===== src/rtl/lockpin_pkg.sv =====
package lockpin_pkg;

    localparam int NPLL   = 2;
    localparam int IDX_P1 = 0;
    localparam int IDX_P2 = 1;
    localparam int CODE_W = 4;

    typedef enum logic [3:0] {
        SRC_OFF,
        SRC_LD_P2,
        SRC_LD_P1,
        SRC_LD_BOTH,
        SRC_REF_P2,
        SRC_REF_P1,
        SRC_PRG_P2,
        SRC_PRG_P1,
        SRC_CLR_P2,
        SRC_CLR_P1,
        SRC_CLR_BOTH
    } src_e;

    typedef struct packed {
        logic            pin;
        logic [NPLL-1:0] clr;
    } pin_state_t;

endpackage


===== src/rtl/lockpin_lock_mon.sv =====
module lockpin_lock_mon #(
    parameter int ERR_LIMIT    = 3,
    parameter int GOOD_PERIODS = 4
) (
    input  logic clk,
    input  logic rst_n,
    input  logic err_up,
    input  logic err_dn,
    input  logic ref_tick,
    output logic lock_det
);

    localparam int WW = $clog2(ERR_LIMIT + 1);
    localparam int GW = $clog2(GOOD_PERIODS + 1);

    typedef struct packed {
        logic [WW-1:0] width;
        logic [GW-1:0] good;
        logic          locked;
    } mon_t;

    mon_t          mon_d, mon_q;
    logic          err;
    logic [WW-1:0] width_now;
    logic          period_bad;

    always_comb begin
        err        = err_up | err_dn;
        mon_d      = mon_q;
        width_now  = mon_q.width;
        if (err && (mon_q.width != WW'(ERR_LIMIT))) begin
            width_now = mon_q.width + 1'b1;
        end
        period_bad = (width_now >= WW'(ERR_LIMIT));

        if (ref_tick) begin
            mon_d.width = '0;
            if (period_bad) begin
                mon_d.good   = '0;
                mon_d.locked = 1'b0;
            end else begin
                if (mon_q.good != GW'(GOOD_PERIODS)) begin
                    mon_d.good = mon_q.good + 1'b1;
                end
                if (mon_q.good >= GW'(GOOD_PERIODS - 1)) begin
                    mon_d.locked = 1'b1;
                end
            end
        end else begin
            mon_d.width = width_now;
        end
    end

    always_ff @(posedge clk or negedge rst_n) begin
        if (!rst_n) begin
            mon_q <= '0;
        end else begin
            mon_q <= mon_d;
        end
    end

    assign lock_det = mon_q.locked & ~err;

endmodule


===== src/rtl/lockpin_src_dec.sv =====
module lockpin_src_dec
    import lockpin_pkg::*;
(
    input  logic [CODE_W-1:0] code,
    output src_e              src
);

    always_comb begin
        casez (code)
            4'b0000: src = SRC_OFF;
            4'b0001: src = SRC_LD_P2;
            4'b0010: src = SRC_LD_P1;
            4'b0011: src = SRC_LD_BOTH;
            4'b01?0: src = SRC_REF_P2;
            4'b10?0: src = SRC_REF_P1;
            4'b01?1: src = SRC_PRG_P2;
            4'b10?1: src = SRC_PRG_P1;
            4'b1101: src = SRC_CLR_P2;
            4'b1110: src = SRC_CLR_P1;
            4'b1111: src = SRC_CLR_BOTH;
            default: src = SRC_OFF;
        endcase
    end

endmodule


===== src/rtl/lockpin_mux.sv =====
module lockpin_mux
    import lockpin_pkg::*;
#(
    parameter int ERR_LIMIT    = 3,
    parameter int GOOD_PERIODS = 4
) (
    input  logic       clk,
    input  logic       rst_n,
    input  logic [1:0] pd_up,
    input  logic [1:0] pd_dn,
    input  logic [1:0] ref_tick,
    input  logic [1:0] prog_tick,
    input  logic [3:0] sel_code,
    output logic       pin_out,
    output logic [1:0] cnt_rst
);

    logic [NPLL-1:0] lk_det;
    src_e            src;
    pin_state_t      out_d, out_q;

    for (genvar g = 0; g < NPLL; g++) begin : g_mon
        lockpin_lock_mon #(
            .ERR_LIMIT   (ERR_LIMIT),
            .GOOD_PERIODS(GOOD_PERIODS)
        ) u_mon (
            .clk     (clk),
            .rst_n   (rst_n),
            .err_up  (pd_up[g]),
            .err_dn  (pd_dn[g]),
            .ref_tick(ref_tick[g]),
            .lock_det(lk_det[g])
        );
    end

    lockpin_src_dec u_dec (
        .code(sel_code),
        .src (src)
    );

    always_comb begin
        out_d = '0;
        case (src)
            SRC_OFF:      out_d.pin = 1'b0;
            SRC_LD_P2:    out_d.pin = lk_det[IDX_P2];
            SRC_LD_P1:    out_d.pin = lk_det[IDX_P1];
            SRC_LD_BOTH:  out_d.pin = lk_det[IDX_P1] & lk_det[IDX_P2];
            SRC_REF_P2:   out_d.pin = ref_tick[IDX_P2];
            SRC_REF_P1:   out_d.pin = ref_tick[IDX_P1];
            SRC_PRG_P2:   out_d.pin = prog_tick[IDX_P2];
            SRC_PRG_P1:   out_d.pin = prog_tick[IDX_P1];
            SRC_CLR_P2:   out_d.clr[IDX_P2] = 1'b1;
            SRC_CLR_P1:   out_d.clr[IDX_P1] = 1'b1;
            SRC_CLR_BOTH: out_d.clr = '1;
            default:      out_d = '0;
        endcase
    end

    always_ff @(posedge clk or negedge rst_n) begin
        if (!rst_n) begin
            out_q <= '0;
        end else begin
            out_q <= out_d;
        end
    end

    assign pin_out = out_q.pin;
    assign cnt_rst = out_q.clr;

endmodule


===== config.mk =====
export PLATFORM = sky130hd
export DESIGN_NAME = lockpin_mux
export DESIGN_NICKNAME = d
export VERILOG_FILES = /design/src/rtl/lockpin_pkg.sv /design/src/rtl/lockpin_lock_mon.sv /design/src/rtl/lockpin_src_dec.sv /design/src/rtl/lockpin_mux.sv
export SDC_FILE = /design/constraint.sdc
export NUM_CORES = 1
export LEC_CHECK = 0
export BUFFER_PORTS_ARGS = -buffer_cell sky130_fd_sc_hd__buf_2
export CAP_MARGIN = 40
export CORE_UTILIZATION = 58
export DETAILED_ROUTE_END_ITERATION = 8
export PLACE_DENSITY = 0.87
export RECOVER_POWER = 100
export SKIP_LAST_GASP = 1
export SLEW_MARGIN = 15
export SYNTH_ARGS = -nofsm -noshare
export SYNTH_HDL_FRONTEND = slang
export SYNTH_HIERARCHICAL = 1
export SYNTH_SLANG_ARGS = --single-unit

===== constraint.sdc =====
create_clock -name clk -period 3.6 [get_ports clk]
set_input_delay 0.36 -clock clk [delete_from_list [all_inputs] [get_ports clk]]
set_output_delay 0.36 -clock clk [all_outputs]
set_load 0.01 [all_outputs]

==> flow_summary_export.csv, run 1 <==
group,metric,value,unit
worst_hold_path,hold_depth,2,
cts,clock_latency,280,ps
critical_path,slowest_stage,"a21boi_0",
yosys,netlist_instances,109,
worst_hold_path,min-delay-start,"ref_tick[0]",
critical_path,rr_worst_depth,5,
cts,cts_tree,"yes",
sta,hold_viol_final,0,
yosys,synth-compound-area-share,0.224,
critical_path,critPathLaunchType,"primary input",
grt,grt.overflow.total,0,
power,cellLeakagePower,0.534,nW
sta,setup_viol,0,
final_layout,layout_commonest_cell,"dfrtp_1",
routing,via_per_inst,5.91,
critical_path,cp_slowest_stage_delay,540,ps
cts,cts_num_sinks,15,
cts,cts.htree.levels,1,
yosys,synth.top_cells.by_area,"dfrtp_1 (37%), ha_1 (12%), inv_1 (4.4%)",
final_layout,drive_gt1_frac,0.125,
critical_path,reg2reg_slack,1920,ps
worst_hold_path,hold_class,"in2reg",
cts,numCtsBuffers,3,
routing,postRouteAntennaNets,0,
final_layout,nNetsFinal,153,
status,violations,"DRC",
final_layout,final_cell_mix,"dfrtp_1 (15), inv_1 (12), nor2_1 (11), buf_2 (11), ha_1 (10)",
placement,portBuffers,16,
sta,rsz0062_at_grt,"false",
status,outcome,"finished with violations",
yosys,yosysWarnings,6,
grt,grt_antenna_before_repair,0,
placement,place.gp.congestion,0.791,
routing,finalWirelength,2.05,mm
critical_path,worstReg2RegStart,"g_mon[0].u_mon/mon_q[4]",
yosys,yosys.area_share.simple,0.140,
sta,finalMaxSlewViolations,0,
sta,slew_headroom,0.420,
final_layout,diodes,0,
yosys,synth_top_area_frac,0.369,
yosys,synth_area,1020,um^2
routing,num_vias,851,
placement,dp.cells,139,
critical_path,critPathTopFamily,"compound AO/OA/AOI/OAI gates",
yosys,synth_top_family_by_area,"compound AO/OA/AOI/OAI gates",
sta,worst_pin_slew,871,ps
floorplan,die_x,43.9,um
critical_path,crit_start,"sel_code[2]",
final_layout,area_growth,9.09,%
critical_path,critPathKind,"in2reg",
critical_path,crit_buf_inv,1,
floorplan,core_region_area,1580,um^2
sta,tns,0,ps
cts,cts_buffer_depth,2,
grt,grtUsageTotal,0.242,
floorplan,start_util,0.646,
grt,grt_start_max_net_pins,16,
yosys,synth-seq-cells,15,
cts,clk_pin_slew,90,ps
placement,dp_hpwl,1.60,mm
critical_path,cp.arrival,1990,ps
routing,drtIter0Drc,31,
yosys,synth_xor_area_frac,0.0344,
sta,fmax,568,MHz
sta,skew,5.24,ps
power,peakVddDrop,0.419,mV
yosys,syn_nets,133,
floorplan,die-area,1930,um^2
grt,grt_pass1_wl,3.37,mm
yosys,yosys.area_share.adder,0.123,
floorplan,io-pin-count,17,
yosys,muxShareOfSynthArea,0.0590,
final_layout,fin_cells,144,
routing,wl_per_cell,14.3,um
yosys,ys_types,26,
yosys,synth_top_area_cell,"dfrtp_1",
cts,cts_root_buffer,"clkbuf_4",
critical_path,timing.critical_path.required,3830,ps
critical_path,crit_fanout,6,
critical_path,critPathCaptureType,"flop",
critical_path,r2r_end,"g_mon[0].u_mon/mon_q[1]",
critical_path,path_cells,"clkbuf_1 > ha_1 > o22ai_1 > a21boi_0 > nor3b_2 > a311oi_1 > o211a_1",
routing,firstDrtPassIters,8,
routing,drc,1,
cts,cts_resized,0,
run,maxCapViolations,0,
grt,grt_pass1_vias,851,
power,power_density,574,nW/um^2
sta,finalCritPeriodShare,0.489,
floorplan,die_height,43.9,um
floorplan,num_rows,14,
final_layout,postLayoutCoreUtil,0.705,
yosys,seq_area_frac_synth,0.369,
worst_hold_path,min_to,"g_mon[0].u_mon/mon_q[5]",
yosys,postSynthAreaPerCell,9.34,um^2
sta,fin_crit,1760,ps
[layer usage]
| metal | GRT usage | part of all wire | vias up |
|---|---|---|---|
| met2 | 0.436 | 0.51 | 31 |
| met5 | 0 | 0 | - |
| li1 | - | - | 428 |
| met4 | 0.0970 | 0.0058 | 0 |
| met1 | 0.257 | 0.42 | 390 |
| met3 | 0.0833 | 0.064 | 2 |
[worst max path at each step]
stage	end	slack [ps]	cells after the start
global route	pin_out	1740	7
global placement	pin_out	1900	8
finish	pin_out	1840	7
floorplan	pin_out	2100	6
CTS	g_mon[0].u_mon/mon_q[1]	2050	5
detailed placement	pin_out	1810	8
[worst reg2reg max path, stage by stage, from the launching register on]
cell	delay [ps]
dfrtp_1	430
ha_1	210
o21bai_1	240
mux2_1	380
a31oi_1	190
o22ai_1	100
[synth_stat cells]
| cell | count |
|---|---|
| clkbuf_1 | 2 |
| ha_1 | 10 |
| a21oi_1 | 7 |
| nand3_1 | 5 |
| mux2_4 | 2 |
| xnor2_1 | 2 |
| o21bai_4 | 2 |
| nor2_1 | 11 |
| nor3b_1 | 2 |
| xor2_1 | 2 |
| nand2b_1 | 3 |
| o21a_1 | 1 |
| dfrtp_1 | 15 |
| mux2i_1 | 3 |
| nor3b_2 | 1 |
| o211a_1 | 1 |
| o221ai_1 | 1 |
| nand2_1 | 8 |
| o21ai_0 | 4 |
| o32ai_1 | 2 |
| o22ai_1 | 5 |
| inv_1 | 12 |
| a311oi_1 | 1 |
| o211ai_2 | 1 |
| a31oi_1 | 5 |
| a21boi_1 | 1 |
[state kept, by name, indices dropped and copies added, names as in the netlist]
register / flops
pin_out: 1
cnt_rst: 2
g_mon.u_mon/mon_q: 12
[power by group]
part	internal (W)	switching [W]	total, W
combinational	0.000119	0.000161	0.000281
clock	0.0000430	0.0000517	0.0000947
sequential	0.000223	0.0000395	0.000262
[area by class of cell]
cell class | instances | area, um^2
sequential | 15 | 375
fill | 129 | 465
clock buffer | 4 | 26.3
inverter | 12 | 45.0
multi-input combinational | 80 | 561
tap | 16 | 20.0
timing repair buffer | 17 | 83.8
[through the flow]
step / setup WS (ps) / cell area (um^2) / power (W) / hold slack [ps]
6_report: 1840 / 1110 / 0.000638 / 365
5_1_grt: 1740 / 1110 / 0.000692 / 351
4_1_cts: 2050 / 1150 / 0.000653 / 349
2_1_floorplan: 2100 / 1020 / 0.000474 / 64.4
3_3_place_gp: 1900 / 1110 / 0.000526 / 283
3_5_place_dp: 1810 / 1110 / 0.000554 / 288
[logic make-up (layout without fill, tap and decap cells)]
logic type | count (synthesis) | in the layout
AO/OA/AOI/OAI | 31 | 31
multiplexers | 5 | 5
XOR/XNOR | 4 | 4
adder cells (fa/ha/maj) | 10 | 10
buffers and inverters | 14 | 33
AND/OR/NAND/NOR | 30 | 30
flip-flops | 15 | 15
[repair_timing]
item	CTS	global route
setup endpoints to repair	0	0
setup buffers	0	0
hold buffers	1	0
endpoints found under the hold margin	15	0
Power figures use the tool's default switching activity.
==> run 2: changes to the inputs <==
--- a/config.mk
+++ b/config.mk
@@ -7,9 +7,10 @@
 export LEC_CHECK = 0
 export BUFFER_PORTS_ARGS = -buffer_cell sky130_fd_sc_hd__buf_2
 export CAP_MARGIN = 40
-export CORE_UTILIZATION = 58
+export CORE_ASPECT_RATIO = 0.7
+export CORE_UTILIZATION = 54
 export DETAILED_ROUTE_END_ITERATION = 8
-export PLACE_DENSITY = 0.87
+export PLACE_DENSITY = 0.82
 export RECOVER_POWER = 100
 export SKIP_LAST_GASP = 1
 export SLEW_MARGIN = 15
==> constraint.sdc (replaced) <==
create_clock -name clk -period 1.71 [get_ports clk]
set_input_delay 0.171 -clock clk [delete_from_list [all_inputs] [get_ports clk]]
set_output_delay 0.171 -clock clk [all_outputs]
set_load 0.01 [all_outputs]
==> run 2 against run 1 <==
The run now ends clean; cell count increased by 4.9%; utilization is 2.2 points lower; non-clock buffer count is 2 higher; flip-flop and latch count unchanged; die area grew 7.2%; routed wire length shrank 1.3%; global-route usage fell by 1.7 points.
==> flow_summary_export.csv, run 2 (same netlist as run 1, synthesis figures left out) <==
group,metric,value,unit
routing,finalWirelength,2.03,mm
critical_path,critPathKind,"reg2reg",
placement,portBuffers,16,
routing,wl_met2,921,um
cts,cts_hold_buf,1,
cts,clk_pin_slew,90,ps
placement,dp.cells,146,
sta,fin_crit,1570,ps
grt,grt_pass1_vias,769,
sta,fmax,638,MHz
sta,finalMaxSlewViolations,0,
routing,num_vias,874,
floorplan,io-pin-count,17,
grt,grt.overflow.total,0,
power,power_density,1190,nW/um^2
final_layout,fin_cells,151,
routing,drtIter0Drc,19,
grt,grt_pass1_wl,3.15,mm
cts,cts_num_sinks,15,
power,cellLeakagePower,0.548,nW
sta,rsz0062_at_grt,"false",
floorplan,die_x,53.9,um
run,maxCapViolations,0,
cts,clock_latency,280,ps
routing,dr_wl_met3,113,um
worst_hold_path,hold_class,"in2reg",
routing,firstDrtPassIters,4,
sta,finalCritPeriodShare,0.917,
cts,cts_resized,0,
sta,worst_pin_slew,788,ps
power,peakVddDrop,0.678,mV
final_layout,postLayoutCoreUtil,0.683,
critical_path,timing.critical_path.required,1880,ps
critical_path,cp.arrival,1740,ps
routing,drc,0,
floorplan,start_util,0.606,
power,finalPower,0.00136,W
routing,top_layer,"met4",
sta,setup_viol,0,
sta,hold_viol_final,0,
sta,tns,0,ps
routing,wl_met1,972,um
final_layout,final_cell_mix,"dfrtp_1 (15), inv_1 (12), nor2_1 (11), buf_2 (11), ha_1 (10)",
final_layout,largest_reg_flops,12,
floorplan,num_rows,12,
final_layout,layout_commonest_cell,"dfrtp_1",
status,outcome,"complete, no violations",
final_layout,drive_gt1_frac,0.146,
final_layout,area_growth,12.8,%
floorplan,die_height,38.3,um
cts,post_cts_buffers,0,
sta,hold_slack,181,ps
cts,cts_buffer_depth,2,
final_layout,nNetsFinal,155,
grt,grtUsageTotal,0.225,
sta,slew_headroom,0.475,
critical_path,crit_fanout,5,
sta,skew,9.25,ps
grt,grt_start_max_net_pins,16,
routing,postRouteAntennaNets,0,
critical_path,critPathCaptureType,"flop",
critical_path,critPathLaunchType,"flop",
cts,cts_tree,"yes",
placement,place.gp.congestion,0.744,
grt,grt_antenna_before_repair,0,
cts,cts.htree.levels,1,
final_layout,top_register,"g_mon.u_mon/mon_q",
cts,numCtsBuffers,3,
routing,via_per_inst,5.79,
cts,cts_root_buffer,"clkbuf_4",
placement,dp_hpwl,1.58,mm
final_layout,diodes,0,
floorplan,core_region_area,1680,um^2
floorplan,die-area,2070,um^2
routing,wl_per_cell,13.4,um
## run 2: changes by cell type in the layout (fill, tap and decap cells not counted)
| cell | change |
|---|---|
| clkbuf_1 | +1 |
| a21boi_0 | -1 |
| a21boi_1 | +1 |
| clkinv_2 | +1 |
| o21bai_4 | +2 |
| o21bai_1 | -2 |
## run 2: path summary, 6_finish.rpt
| check | start | endpoint | slack [ps] | depth (start not counted) |
|---|---|---|---|---|
| worst max-delay path | g_mon[0].u_mon/mon_q[4] | g_mon[0].u_mon/mon_q[1] | 140 | 5 |
| worst min-delay path | ref_tick[1] | g_mon[1].u_mon/mon_q[5] | 180 | 2 |
| worst max register to register | g_mon[0].u_mon/mon_q[4] | g_mon[0].u_mon/mon_q[1] | 140 | 5 |
| worst min register to register | g_mon[0].u_mon/mon_q[0] | g_mon[0].u_mon/mon_q[0] | 560 | 2 |
| max in group asynchronous | rst_n | g_mon[1].u_mon/mon_q[5] | 740 | 2 |
| min in group asynchronous | rst_n | g_mon[1].u_mon/mon_q[0] | 470 | 2 |
## run 2: metrics by stage
step	setup slack (ps)	cell area (um^2)
floorplan	249	1020
global placement	133	1130
detailed placement	63.8	1130
CTS	177	1170
global route	56.2	1150
finish	142	1150
## run 2: final cells by class
type,count,area (um^2)
Clock buffer,3,22.5
Clock inverter,1,5.00
Fill cell,147,533
Inverter,12,45.0
Multi-Input combinational cell,80,583
Sequential cell,15,375
Tap cell,21,26.3
Timing Repair Buffer,19,91.3
## run 2: per-layer routing
metal,track usage,vias up
met1,0.242,411
li1,-,432
met4,0.105,0
met3,0.0833,4
met5,0,-
met2,0.389,27
## run 2: report_power, final
| group | total [W] | internal [W] | switching [W] |
|---|---|---|---|
| clock | 0.000197 | 0.0000869 | 0.000110 |
| combinational | 0.000609 | 0.000262 | 0.000347 |
| sequential | 0.000558 | 0.000469 | 0.0000890 |
## run 2: worst max-delay path, cell delays in order, from the launching register on
cell and delay (ps):
dfrtp_1 430, ha_1 210, o21bai_4 190, mux2_1 350
a31oi_1 180, o22ai_1 100
